$ cat config.mk
export PLATFORM = sky130hd
export DESIGN_NAME = bcast_ring_convolver
export DESIGN_NICKNAME = d
export VERILOG_FILES = /design/src/rtl/bcconv_pkg.sv /design/src/rtl/conv_mac_cell.sv /design/src/rtl/conv_weight_ring.sv /design/src/rtl/conv_bus_select.sv /design/src/rtl/bcast_ring_convolver.sv
export SDC_FILE = /design/constraint.sdc
export NUM_CORES = 1
export LEC_CHECK = 0
export BUFFER_PORTS_ARGS = -buffer_cell sky130_fd_sc_hd__buf_2
export CAP_MARGIN = 20
export CORE_UTILIZATION = 40
export DETAILED_ROUTE_END_ITERATION = 10
export REMOVE_ABC_BUFFERS = 1
export SLEW_MARGIN = 20
export SYNTH_ARGS = -nofsm -noshare
export SYNTH_HDL_FRONTEND = slang
export SYNTH_SLANG_ARGS = --single-unit
export TNS_END_PERCENT = 50
$ cat constraint.sdc
create_clock -name clk -period 7.77 [get_ports clk]
set_input_delay 1.554 -clock clk [delete_from_list [all_inputs] [get_ports clk]]
set_output_delay 1.554 -clock clk [all_outputs]
set_load 0.02 [all_outputs]
$ cat src/rtl/bcconv_pkg.sv
package bcconv_pkg;
    typedef enum logic [0:0] {
        ST_FILL = 1'b0,
        ST_RUN  = 1'b1
    } conv_state_t;
endpackage

$ cat src/rtl/conv_mac_cell.sv
module conv_mac_cell #(
    parameter int DW = 8,
    parameter int AW = 20
) (
    input  logic                 clk,
    input  logic                 rst_n,
    input  logic                 step,
    input  logic                 flush,
    input  logic                 tag,
    input  logic signed [DW-1:0] w,
    input  logic signed [DW-1:0] x,
    output logic signed [AW-1:0] sum_o
);
    localparam int PW = 2 * DW;

    logic signed [PW-1:0] prod;
    logic signed [AW-1:0] prod_ext;
    logic signed [AW-1:0] acc;

    assign prod     = w * x;
    assign prod_ext = {{(AW-PW){prod[PW-1]}}, prod};
    assign sum_o    = acc + prod_ext;

    always_ff @(posedge clk) begin
        if (!rst_n) begin
            acc <= '0;
        end else if (flush) begin
            acc <= '0;
        end else if (step) begin
            acc <= tag ? '0 : sum_o;
        end
    end

    // a cell that emits restarts from zero
    a_r5_clear_after_emit: assert property (@(posedge clk) disable iff (!rst_n)
        (step && tag && !flush) |=> (acc == '0));

    // no sample, no change
    a_r4_acc_stall: assert property (@(posedge clk) disable iff (!rst_n)
        (!step && !flush) |=> $stable(acc));
endmodule

$ cat src/rtl/conv_weight_ring.sv
module conv_weight_ring #(
    parameter int K  = 3,
    parameter int DW = 8
) (
    input  logic                 clk,
    input  logic                 rst_n,
    input  logic                 rotate,
    input  logic                 fill,
    input  logic signed [DW-1:0] fill_w,
    output logic signed [DW-1:0] w_o [K],
    output logic [K-1:0]         tag_o
);
    localparam logic [K-1:0] HOME = {1'b1, {(K-1){1'b0}}};

    always_ff @(posedge clk) begin
        if (!rst_n) begin
            for (int c = 0; c < K; c++) begin
                w_o[c] <= '0;
            end
            tag_o <= HOME;
        end else if (fill) begin
            for (int c = 0; c < K - 1; c++) begin
                w_o[c] <= w_o[c+1];
            end
            w_o[K-1] <= fill_w;
            tag_o    <= HOME;
        end else if (rotate) begin
            for (int c = 0; c < K; c++) begin
                w_o[c]   <= w_o[(c+1) % K];
                tag_o[c] <= tag_o[(c+1) % K];
            end
        end
    end

    // exactly one marked coefficient
    a_r10_single_tag: assert property (@(posedge clk) disable iff (!rst_n)
        $countones(tag_o) == 1);

    // coefficients advance one cell per accepted sample
    a_r3_rotate: assert property (@(posedge clk) disable iff (!rst_n)
        (rotate && !fill) |=> (w_o[0] == $past(w_o[1])));

    // ring frozen without a sample or a write
    a_r4_ring_stall: assert property (@(posedge clk) disable iff (!rst_n)
        (!rotate && !fill) |=> ($stable(tag_o) && $stable(w_o[0])));
endmodule

$ cat src/rtl/conv_bus_select.sv
module conv_bus_select #(
    parameter int K  = 3,
    parameter int AW = 20
) (
    input  logic [K-1:0]         tag_i,
    input  logic signed [AW-1:0] sum_i [K],
    output logic signed [AW-1:0] bus_o
);
    // Lowest index is scanned last, so it wins
    always_comb begin
        bus_o = '0;
        for (int c = K - 1; c >= 0; c--) begin
            if (tag_i[c]) begin
                bus_o = sum_i[c];
            end
        end
    end
endmodule

$ cat src/rtl/bcast_ring_convolver.sv
module bcast_ring_convolver
    import bcconv_pkg::*;
#(
    parameter int NUM_CELLS = 3,
    parameter int SMP_W     = 8,
    parameter int ACC_W     = 20
) (
    input  logic                    clk,
    input  logic                    rst_n,
    input  logic                    load_en,
    input  logic signed [SMP_W-1:0] load_w,
    input  logic                    smp_valid,
    input  logic signed [SMP_W-1:0] smp_x,
    output logic                    res_valid,
    output logic signed [ACC_W-1:0] res_data
);
    localparam int CNT_W = $clog2(NUM_CELLS + 1);
    localparam logic [CNT_W-1:0] LAST_LOAD = CNT_W'(NUM_CELLS - 1);

    conv_state_t          state_q, state_d;
    logic [CNT_W-1:0]     cnt_q, cnt_d;
    logic                 step;
    logic signed [SMP_W-1:0] w_v   [NUM_CELLS];
    logic [NUM_CELLS-1:0]    tag_v;
    logic signed [ACC_W-1:0] sum_v [NUM_CELLS];
    logic signed [ACC_W-1:0] bus;

    assign step = (state_q == ST_RUN) && smp_valid && !load_en;

    // next state: FILL_DONE, RELOAD, HOLD_FILL, HOLD_RUN
    always_comb begin
        state_d = state_q;
        cnt_d   = cnt_q;
        unique case (state_q)
            ST_FILL: begin
                if (load_en) begin
                    if (cnt_q == LAST_LOAD) begin
                        state_d = ST_RUN;
                        cnt_d   = '0;
                    end else begin
                        cnt_d = cnt_q + CNT_W'(1);
                    end
                end
            end
            ST_RUN: begin
                if (load_en) begin
                    state_d = ST_FILL;
                    cnt_d   = CNT_W'(1);
                end
            end
        endcase
    end

    always_ff @(posedge clk) begin
        if (!rst_n) begin
            state_q <= ST_FILL;
            cnt_q   <= '0;
        end else begin
            state_q <= state_d;
            cnt_q   <= cnt_d;
        end
    end

    always_ff @(posedge clk) begin
        if (!rst_n) begin
            res_valid <= 1'b0;
            res_data  <= '0;
        end else begin
            res_valid <= step;
            res_data  <= step ? bus : '0;
        end
    end

    conv_weight_ring #(.K(NUM_CELLS), .DW(SMP_W)) u_ring (
        .clk    (clk),
        .rst_n  (rst_n),
        .rotate (step),
        .fill   (load_en),
        .fill_w (load_w),
        .w_o    (w_v),
        .tag_o  (tag_v)
    );

    for (genvar c = 0; c < NUM_CELLS; c++) begin : g_cell
        conv_mac_cell #(.DW(SMP_W), .AW(ACC_W)) u_cell (
            .clk   (clk),
            .rst_n (rst_n),
            .step  (step),
            .flush (load_en),
            .tag   (tag_v[c]),
            .w     (w_v[c]),
            .x     (smp_x),
            .sum_o (sum_v[c])
        );
    end

    conv_bus_select #(.K(NUM_CELLS), .AW(ACC_W)) u_sel (
        .tag_i (tag_v),
        .sum_i (sum_v),
        .bus_o (bus)
    );

    // nothing emitted while filling
    a_r1_quiet_in_fill: assert property (@(posedge clk) disable iff (!rst_n)
        (state_q == ST_FILL) |=> !res_valid);

    // each accepted sample gives a result next cycle
    a_r3_result_follows: assert property (@(posedge clk) disable iff (!rst_n)
        (state_q == ST_RUN && smp_valid && !load_en) |=> res_valid);

    // a write always beats a sample
    a_r8_load_wins: assert property (@(posedge clk) disable iff (!rst_n)
        load_en |=> !res_valid);

    // bus is zero when not valid
    a_r9_quiet_bus: assert property (@(posedge clk) disable iff (!rst_n)
        !res_valid |-> (res_data == '0));

    // a write in run always goes back to fill
    a_r7_reload: assert property (@(posedge clk) disable iff (!rst_n)
        (state_q == ST_RUN && load_en) |=> (state_q == ST_FILL));
endmodule

==> metrics.txt, run 1 <==
# TYPE chip_impl_metric gauge
chip_impl_metric{name="final_min_period_over_clock_period",unit="%"} 86.8
chip_impl_info{name="final_cell_mix",value="314 x sky130_fd_sc_hd__inv_1, 264 x sky130_fd_sc_hd__fa_1, 144 x sky130_fd_sc_hd__nand2_1, 138 x sky130_fd_sc_hd__ha_1, 115 x sky130_fd_sc_hd__and2_1"} 1
chip_impl_info{name="cts_tree",value="done"} 1
chip_impl_metric{name="synth.lib_cells_used.distinct",unit=""} 64
chip_impl_metric{name="post_route_cells_drive_above_1_share",unit="%"} 5.53
chip_impl_metric{name="max_slew_margin",unit="%"} 33.7
chip_impl_metric{name="fin_skew",unit="ps"} 12.4
chip_impl_metric{name="synthesis.area",unit="mm²"} 0.0151
chip_impl_metric{name="max_slew.worst_pin.slew",unit="ps"} 992
chip_impl_metric{name="grt_pass1_wl",unit="µm"} 58800
chip_impl_metric{name="crit_required",unit="ps"} 8020
chip_impl_info{name="critical_path.endpoint_type",value="flop"} 1
chip_impl_metric{name="power_density",unit="mW/mm²"} 125
chip_impl_metric{name="num_vias",unit=""} 10800
chip_impl_metric{name="core-area",unit="mm²"} 0.0369
chip_impl_metric{name="power_leakage",unit="nW"} 7.78
chip_impl_metric{name="critPathMaxFanout",unit=""} 10
chip_impl_metric{name="drv_cap",unit=""} 0
chip_impl_metric{name="timing.setup.tns",unit="ps"} 0
chip_impl_metric{name="post_cts_hold_buffer_count",unit=""} 0
chip_impl_metric{name="netlist_instances",unit=""} 1659
chip_impl_metric{name="area_growth",unit="%"} 5.93
chip_impl_info{name="critPathLaunch",value="smp_x[7]"} 1
chip_impl_metric{name="detail_route.drc_violations",unit=""} 0
chip_impl_metric{name="report.final.hold_viol_count",unit=""} 0
chip_impl_metric{name="numCtsBuffers",unit=""} 9
chip_impl_metric{name="synth_async_sr_flop_share",unit="%"} 0
chip_impl_metric{name="worstPathArrival",unit="ps"} 6990
chip_impl_metric{name="finalWeightedCongestion",unit=""} 0.862
chip_impl_metric{name="postCtsSetupRepairBufs",unit=""} 0
chip_impl_info{name="worst-setup-path-type",value="in -> reg"} 1
chip_impl_metric{name="report.final.slew_viol_count",unit=""} 0
chip_impl_metric{name="post_cts_resize_count",unit=""} 0
chip_impl_info{name="cts-root-buf",value="sky130_fd_sc_hd__clkbuf_16"} 1
chip_impl_metric{name="worst-r2r-setup-slack",unit="ps"} 1930
chip_impl_info{name="setup.worst_path.end",value="res_data[16]"} 1
chip_impl_metric{name="totalWireLength",unit="µm"} 34500
chip_impl_metric{name="clk-insertion-delay-late",unit="ps"} 380
chip_impl_info{name="yosys_most_used_dff",value="sky130_fd_sc_hd__dfxtp_1"} 1
chip_impl_metric{name="worst_setup_hold_path_clk_slew",unit="ps"} 80
chip_impl_info{name="worstReg2RegEnd",value="res_data[16]"} 1
chip_impl_metric{name="synth_enable_flop_cells",unit=""} 0
chip_impl_metric{name="number_of_warnings_printed_during_yosys_synthesis",unit=""} 0
chip_impl_metric{name="clockBufferDepth",unit=""} 2
chip_impl_metric{name="vdd_drop_max",unit="mV"} 0.104
chip_impl_metric{name="grt_use_total",unit="%"} 19.3
chip_impl_metric{name="worstHoldPathCells",unit=""} 2
chip_impl_metric{name="nNetsFinal",unit=""} 2062
chip_impl_metric{name="finalWorstPathRequiredPeriod",unit="ps"} 6740
chip_impl_metric{name="clkSinkCount",unit=""} 111
chip_impl_metric{name="place_ws",unit="ps"} 669
chip_impl_metric{name="std_cell_rows",unit=""} 70
chip_impl_info{name="final_common_cell",value="sky130_fd_sc_hd__inv_1"} 1
chip_impl_metric{name="antenna_found_initial",unit=""} 0
chip_impl_metric{name="initial_core_util",unit="%"} 40.9
chip_impl_metric{name="syn-mean-instance-area",unit="µm²"} 9.09
chip_impl_metric{name="p_total",unit="mW"} 2.00
chip_impl_info{name="rsz_0062_raised_after_global_routing",value="no"} 1
chip_impl_metric{name="viasPerCell",unit=""} 5.01
chip_impl_metric{name="first_pass_iters",unit=""} 5
chip_impl_info{name="worstSetupStartpointType",value="primary input"} 1
chip_impl_metric{name="drtAntennaViolNets",unit=""} 0
chip_impl_metric{name="grt_max_degree",unit=""} 63
chip_impl_metric{name="h-tree-depth",unit=""} 3
chip_impl_metric{name="total_half_perimeter_wirelength_after_legalization_and_detailed_placement",unit="µm"} 28000
chip_impl_info{name="min-delay-path-class",value="reg -> reg"} 1
chip_impl_metric{name="globalRouteOverflowTotal",unit=""} 0
chip_impl_metric{name="postLayoutSetupSlackWorst",unit="ps"} 1030
chip_impl_info{name="outcome",value="finished clean"} 1
chip_impl_metric{name="die_area",unit="mm²"} 0.0385
chip_impl_metric{name="io_buffers",unit=""} 40
chip_impl_metric{name="grt_pass1_vias",unit=""} 11200
chip_impl_metric{name="ys_seq_area_share",unit="%"} 14.7
chip_impl_metric{name="die-height",unit="µm"} 196
chip_impl_metric{name="avgRoutedWirePerCell",unit="µm"} 16.0
chip_impl_metric{name="initialDrtViolationCount",unit=""} 586
chip_impl_metric{name="hold-worst-slack",unit="ps"} 458
chip_impl_metric{name="io_pins",unit=""} 41
chip_impl_metric{name="synth.ff_latch_count",unit=""} 111
chip_impl_metric{name="setup_viol_count_final",unit=""} 0
chip_impl_info{name="critical_path.reg2reg.startpoint",value="u_ring.w_o[15]"} 1
chip_impl_metric{name="register_to_register_path_depth",unit=""} 14
chip_impl_metric{name="die_extent_in_x",unit="µm"} 196
chip_impl_metric{name="antennaDiodeCount",unit=""} 0
chip_impl_metric{name="fmaxAchievable",unit="GHz"} 0.148
synthesized netlist by cell type, types with 3 or more instances:
| library cell | n | share of area (%) |
|---|---|---|
| sky130_fd_sc_hd__and3_1 | 12 | 0.50 |
| sky130_fd_sc_hd__xnor2_1 | 41 | 2.4 |
| sky130_fd_sc_hd__nand3b_1 | 5 | 0.25 |
| sky130_fd_sc_hd__a211oi_1 | 14 | 0.70 |
| sky130_fd_sc_hd__a21boi_0 | 17 | 0.85 |
| sky130_fd_sc_hd__o21a_1 | 10 | 0.50 |
| sky130_fd_sc_hd__nand2b_1 | 6 | 0.25 |
| sky130_fd_sc_hd__inv_1 | 314 | 7.8 |
| sky130_fd_sc_hd__nand2_1 | 144 | 3.6 |
| sky130_fd_sc_hd__a221oi_1 | 9 | 0.52 |
| sky130_fd_sc_hd__fa_1 | 264 | 35 |
| sky130_fd_sc_hd__a21oi_1 | 60 | 2.0 |
| sky130_fd_sc_hd__a221o_1 | 6 | 0.40 |
| sky130_fd_sc_hd__o21ai_0 | 32 | 1.1 |
| sky130_fd_sc_hd__buf_1 | 5 | 0.12 |
| sky130_fd_sc_hd__buf_2 | 3 | 0.10 |
| sky130_fd_sc_hd__o211ai_1 | 3 | 0.15 |
| sky130_fd_sc_hd__mux2i_1 | 9 | 0.60 |
| sky130_fd_sc_hd__nor3_1 | 18 | 0.60 |
| sky130_fd_sc_hd__xor2_1 | 14 | 0.81 |
| sky130_fd_sc_hd__and2_1 | 115 | 4.8 |
| sky130_fd_sc_hd__o31ai_1 | 3 | 0.15 |
| sky130_fd_sc_hd__dfxtp_1 | 111 | 15 |
| sky130_fd_sc_hd__a22oi_1 | 29 | 1.4 |
| sky130_fd_sc_hd__clkbuf_1 | 75 | 1.9 |
| sky130_fd_sc_hd__ha_1 | 138 | 11 |
| sky130_fd_sc_hd__a21o_1 | 8 | 0.40 |
| sky130_fd_sc_hd__nor2_1 | 113 | 2.8 |
| sky130_fd_sc_hd__o31a_1 | 4 | 0.23 |
| sky130_fd_sc_hd__o21ai_1 | 6 | 0.20 |
| sky130_fd_sc_hd__o21bai_1 | 4 | 0.20 |
| sky130_fd_sc_hd__or3_1 | 3 | 0.12 |
| sky130_fd_sc_hd__nor4_1 | 4 | 0.17 |
| sky130_fd_sc_hd__nor2b_1 | 8 | 0.33 |
| sky130_fd_sc_hd__nand3_1 | 13 | 0.43 |
through the flow:
stage | cells | util, % | area [µm²]
global placement | 2133 | 42.6 | 15700
CTS | 2149 | 43.3 | 16000
finish | 2149 | 43.3 | 16000
detailed placement | 2133 | 42.6 | 15700
floorplan | 1575 | - | 14800
global route | 2149 | 43.3 | 16000
how the worst min path moves through the flow:
stage	start	endpoint	slack [ps]
floorplan	g_cell[2].u_cell.acc[1]	g_cell[2].u_cell.acc[1]	430
global placement	g_cell[2].u_cell.acc[1]	g_cell[2].u_cell.acc[1]	440
detailed placement	g_cell[2].u_cell.acc[2]	g_cell[2].u_cell.acc[2]	450
CTS	g_cell[2].u_cell.acc[2]	g_cell[2].u_cell.acc[2]	460
global route	g_cell[2].u_cell.acc[2]	g_cell[2].u_cell.acc[2]	480
finish	g_cell[2].u_cell.acc[2]	g_cell[2].u_cell.acc[2]	460
logic make-up (layout without fill, tap and decap cells):
| logic type | after synthesis | count (layout) | synth area share [%] |
|---|---|---|---|
| compound gates | 229 | 229 | 10.4 |
| simple gates | 455 | 455 | 14.6 |
| mux | 9 | 9 | 0.598 |
| xor+xnor | 55 | 55 | 3.20 |
| buf+inv | 398 | 384 | 9.96 |
| fa+ha+maj | 402 | 402 | 46.5 |
| flops | 111 | 111 | 14.7 |
worst max-delay path, stage by stage:
cell and delay (ps):
sky130_fd_sc_hd__buf_2 200, sky130_fd_sc_hd__inv_1 260, sky130_fd_sc_hd__buf_4 270, sky130_fd_sc_hd__fa_1 540, sky130_fd_sc_hd__inv_1 60, sky130_fd_sc_hd__fa_1 480, sky130_fd_sc_hd__fa_1 560, sky130_fd_sc_hd__fa_1 430
sky130_fd_sc_hd__fa_1 440, sky130_fd_sc_hd__ha_1 330, sky130_fd_sc_hd__o21a_1 190, sky130_fd_sc_hd__o31a_1 140, sky130_fd_sc_hd__o211ai_1 290, sky130_fd_sc_hd__a31oi_1 200, sky130_fd_sc_hd__a311oi_1 510, sky130_fd_sc_hd__a221oi_1 190
sky130_fd_sc_hd__a211oi_1 320
final cells by class:
type | count | area (µm²)
Fill cell | 3630 | 20900
Clock buffer | 10 | 229
Tap cell | 504 | 631
Sequential cell | 111 | 2220
Multi-Input combinational cell | 1150 | 11400
Inverter | 314 | 1180
Timing Repair Buffer | 54 | 305
Clock inverter | 6 | 45.0
routing by layer:
layer | global-route usage (%) | share of wire (%) | up-vias | wire length, µm
met5 | 0 | 0 | - | 0
li1 | - | - | 5124 | -
met4 | 4.48 | 2.0 | 0 | 689
met2 | 33.3 | 49 | 230 | 16900
met1 | 25.9 | 45 | 5372 | 15400
met3 | 2.29 | 4.1 | 35 | 1400
sequential cells by signal, indices dropped and copies added, names as in the netlist:
register / cells
u_ring.tag_o: 3
res_valid: 1
res_data: 20
cnt_q: 2
state_q: 1
u_ring.w_o: 24
g_cell.u_cell.acc: 60
report_power, final:
part | switching [mW] | leakage (nW) | internal, mW
Combinational | 0.553 | 6.75 | 0.392
Clock | 0.242 | 0.131 | 0.221
Sequential | 0.0156 | 0.896 | 0.574
No activity file was read; power rests on OpenSTA's default activity.
==> run 2: changes to the inputs <==
--- a/config.mk
+++ b/config.mk
@@ -7,6 +7,7 @@
 export LEC_CHECK = 0
 export BUFFER_PORTS_ARGS = -buffer_cell sky130_fd_sc_hd__buf_2
 export CAP_MARGIN = 20
+export CORE_ASPECT_RATIO = 1.25
 export CORE_UTILIZATION = 40
 export DETAILED_ROUTE_END_ITERATION = 10
 export REMOVE_ABC_BUFFERS = 1
==> run 2 against run 1 <==
Compared with the run above: utilization is 0.36 points lower; final area barely moved; total power is 0.80% higher; largest cell class unchanged; highest routed layer unchanged.
==> metrics.txt, run 2 (same netlist as run 1, synthesis figures left out) <==
# TYPE chip_impl_metric gauge
chip_impl_metric{name="grt_max_degree",unit=""} 65
chip_impl_metric{name="first_pass_iters",unit=""} 5
chip_impl_metric{name="power_density",unit="mW/mm²"} 126
chip_impl_info{name="min-delay-path-class",value="reg -> reg"} 1
chip_impl_metric{name="num_vias",unit=""} 10800
chip_impl_metric{name="io_buffers",unit=""} 40
chip_impl_metric{name="vdd_drop_max",unit="mV"} 0.131
chip_impl_metric{name="hold-worst-slack",unit="ps"} 460
chip_impl_metric{name="grt_pass1_wl",unit="µm"} 60900
chip_impl_metric{name="clk-insertion-delay-late",unit="ps"} 370
chip_impl_info{name="max_flop_register",value="g_cell.u_cell.acc"} 1
chip_impl_metric{name="finalWorstPathRequiredPeriod",unit="ps"} 6650
chip_impl_metric{name="antennaDiodeCount",unit=""} 0
chip_impl_metric{name="area_growth",unit="%"} 5.88
chip_impl_metric{name="clockBufferDepth",unit=""} 2
chip_impl_metric{name="detail_route.drc_violations",unit=""} 0
chip_impl_metric{name="avgRoutedWirePerCell",unit="µm"} 16.8
chip_impl_metric{name="post_route_cells_drive_above_1_share",unit="%"} 5.65
chip_impl_metric{name="h-tree-depth",unit=""} 3
chip_impl_metric{name="post_cts_hold_buffer_count",unit=""} 0
chip_impl_info{name="final_cell_mix",value="314 x sky130_fd_sc_hd__inv_1, 264 x sky130_fd_sc_hd__fa_1, 144 x sky130_fd_sc_hd__nand2_1, 138 x sky130_fd_sc_hd__ha_1, 115 x sky130_fd_sc_hd__and2_1"} 1
chip_impl_metric{name="drtAntennaViolNets",unit=""} 0
chip_impl_metric{name="post_layout_nonfiller_instances",unit=""} 2131
chip_impl_info{name="rsz_0062_raised_after_global_routing",value="no"} 1
chip_impl_metric{name="numPlacedInstances",unit=""} 2115
chip_impl_metric{name="core-area",unit="mm²"} 0.0372
chip_impl_metric{name="drv_cap",unit=""} 0
chip_impl_metric{name="power_leakage",unit="nW"} 7.78
chip_impl_metric{name="final_min_period_over_clock_period",unit="%"} 85.6
chip_impl_metric{name="clkSinkCount",unit=""} 111
chip_impl_metric{name="die_extent_in_x",unit="µm"} 176
chip_impl_metric{name="grt_pass1_vias",unit=""} 11700
chip_impl_metric{name="totalWireLength",unit="µm"} 35800
chip_impl_metric{name="setup_viol_count_final",unit=""} 0
chip_impl_info{name="critical_path.endpoint_type",value="flop"} 1
chip_impl_info{name="worstSetupStartpointType",value="primary input"} 1
chip_impl_metric{name="total_half_perimeter_wirelength_after_legalization_and_detailed_placement",unit="µm"} 28800
chip_impl_info{name="outcome",value="finished clean"} 1
chip_impl_metric{name="report.final.slew_viol_count",unit=""} 0
chip_impl_metric{name="io_pins",unit=""} 41
chip_impl_metric{name="crit_required",unit="ps"} 8000
chip_impl_metric{name="post_cts_resize_count",unit=""} 0
chip_impl_metric{name="max_slew.worst_pin.slew",unit="ps"} 1070
chip_impl_info{name="cts-root-buf",value="sky130_fd_sc_hd__clkbuf_16"} 1
chip_impl_metric{name="critPathMaxFanout",unit=""} 16
chip_impl_info{name="cts_tree",value="done"} 1
chip_impl_metric{name="grt_use_total",unit="%"} 20.2
chip_impl_metric{name="worst_setup_hold_path_clk_slew",unit="ps"} 90
chip_impl_metric{name="postCtsSetupRepairBufs",unit=""} 0
chip_impl_metric{name="globalRouteOverflowTotal",unit=""} 0
chip_impl_metric{name="fmaxAchievable",unit="GHz"} 0.150
chip_impl_metric{name="nNetsFinal",unit=""} 2062
chip_impl_metric{name="initialDrtViolationCount",unit=""} 787
chip_impl_metric{name="p_total",unit="mW"} 2.01
chip_impl_metric{name="report.final.hold_viol_count",unit=""} 0
chip_impl_info{name="worst-setup-path-type",value="in -> reg"} 1
chip_impl_metric{name="die-height",unit="µm"} 219
chip_impl_metric{name="die_area",unit="mm²"} 0.0385
chip_impl_metric{name="worstPathArrival",unit="ps"} 6880
chip_impl_metric{name="numCtsBuffers",unit=""} 9
chip_impl_metric{name="initial_core_util",unit="%"} 40.6
chip_impl_metric{name="finalWeightedCongestion",unit=""} 0.876
chip_impl_metric{name="fin_skew",unit="ps"} 17.5
chip_impl_metric{name="viasPerCell",unit=""} 5.07
chip_impl_info{name="final_common_cell",value="sky130_fd_sc_hd__inv_1"} 1
chip_impl_metric{name="largest_register_ffs",unit=""} 60
chip_impl_metric{name="max_slew_margin",unit="%"} 28.7
chip_impl_metric{name="timing.setup.tns",unit="ps"} 0
chip_impl_info{name="layout_top_registers",value="g_cell.u_cell.acc: 60 flops, u_ring.w_o: 24 flops, res_data: 20 flops"} 1
chip_impl_metric{name="std_cell_rows",unit=""} 79
chip_impl_metric{name="antenna_found_initial",unit=""} 0
-- run 2: metal layers --
| metal | vias up | GRT usage (%) | share of wire (%) |
|---|---|---|---|
| met5 | - | 0 | 0 |
| met4 | 0 | 6.67 | 3.4 |
| met3 | 60 | 1.77 | 2.5 |
| met2 | 200 | 36.2 | 52 |
| met1 | 5409 | 25.4 | 42 |
| li1 | 5134 | - | - |
-- run 2: worst max-delay path, stage by stage --
cell,delay [ps]
sky130_fd_sc_hd__buf_2,360
sky130_fd_sc_hd__buf_4,250
sky130_fd_sc_hd__and2_1,160
sky130_fd_sc_hd__inv_1,250
sky130_fd_sc_hd__fa_1,570
sky130_fd_sc_hd__inv_1,50
sky130_fd_sc_hd__fa_1,480
sky130_fd_sc_hd__fa_1,550
sky130_fd_sc_hd__inv_1,50
sky130_fd_sc_hd__fa_1,480
sky130_fd_sc_hd__inv_1,40
sky130_fd_sc_hd__ha_1,270
sky130_fd_sc_hd__ha_1,330
sky130_fd_sc_hd__o211ai_1,200
sky130_fd_sc_hd__nand2_1,110
sky130_fd_sc_hd__a31oi_2,280
sky130_fd_sc_hd__a211oi_1,150
sky130_fd_sc_hd__or4_1,480
sky130_fd_sc_hd__nand2_1,100
sky130_fd_sc_hd__or3_1,100
sky130_fd_sc_hd__a21oi_1,60
-- run 2: final timing paths --
kind | cells after the start | to | slack (ps) | startpoint
max reg2reg | 16 | res_data[19] | 2220 | u_ring.w_o[15]
min reg2reg | 2 | g_cell[2].u_cell.acc[3] | 460 | g_cell[2].u_cell.acc[3]
min | 2 | g_cell[2].u_cell.acc[3] | 460 | g_cell[2].u_cell.acc[3]
max | 21 | g_cell[0].u_cell.acc[19] | 1120 | smp_x[1]
-- run 2: final cells by class --
type	instances	area, µm²
clock buffers	10	229
fillers	3731	21200
clock inverters	6	53.8
flip-flops and latches	111	2220
well taps	486	608
inverters	314	1180
multi-input cells	1150	11400
repair buffers	54	305
-- run 2: power breakdown --
group | leakage (nW) | internal, mW | switching (mW) | total, mW
Clock | 0.135 | 0.224 | 0.244 | 0.468
Sequential | 0.896 | 0.574 | 0.0160 | 0.590
Combinational | 6.75 | 0.394 | 0.561 | 0.956
Total | 7.78 | 1.19 | 0.822 | 2.01
-- run 2: stage by stage --
step	cell area, µm²	worst slack (ps)	utilization [%]
floorplan	14800	1320	-
global placement	15700	827	42.2
detailed placement	15700	756	42.2
CTS	16000	1140	43.0
global route	16000	805	43.0
finish	16000	1120	43.0
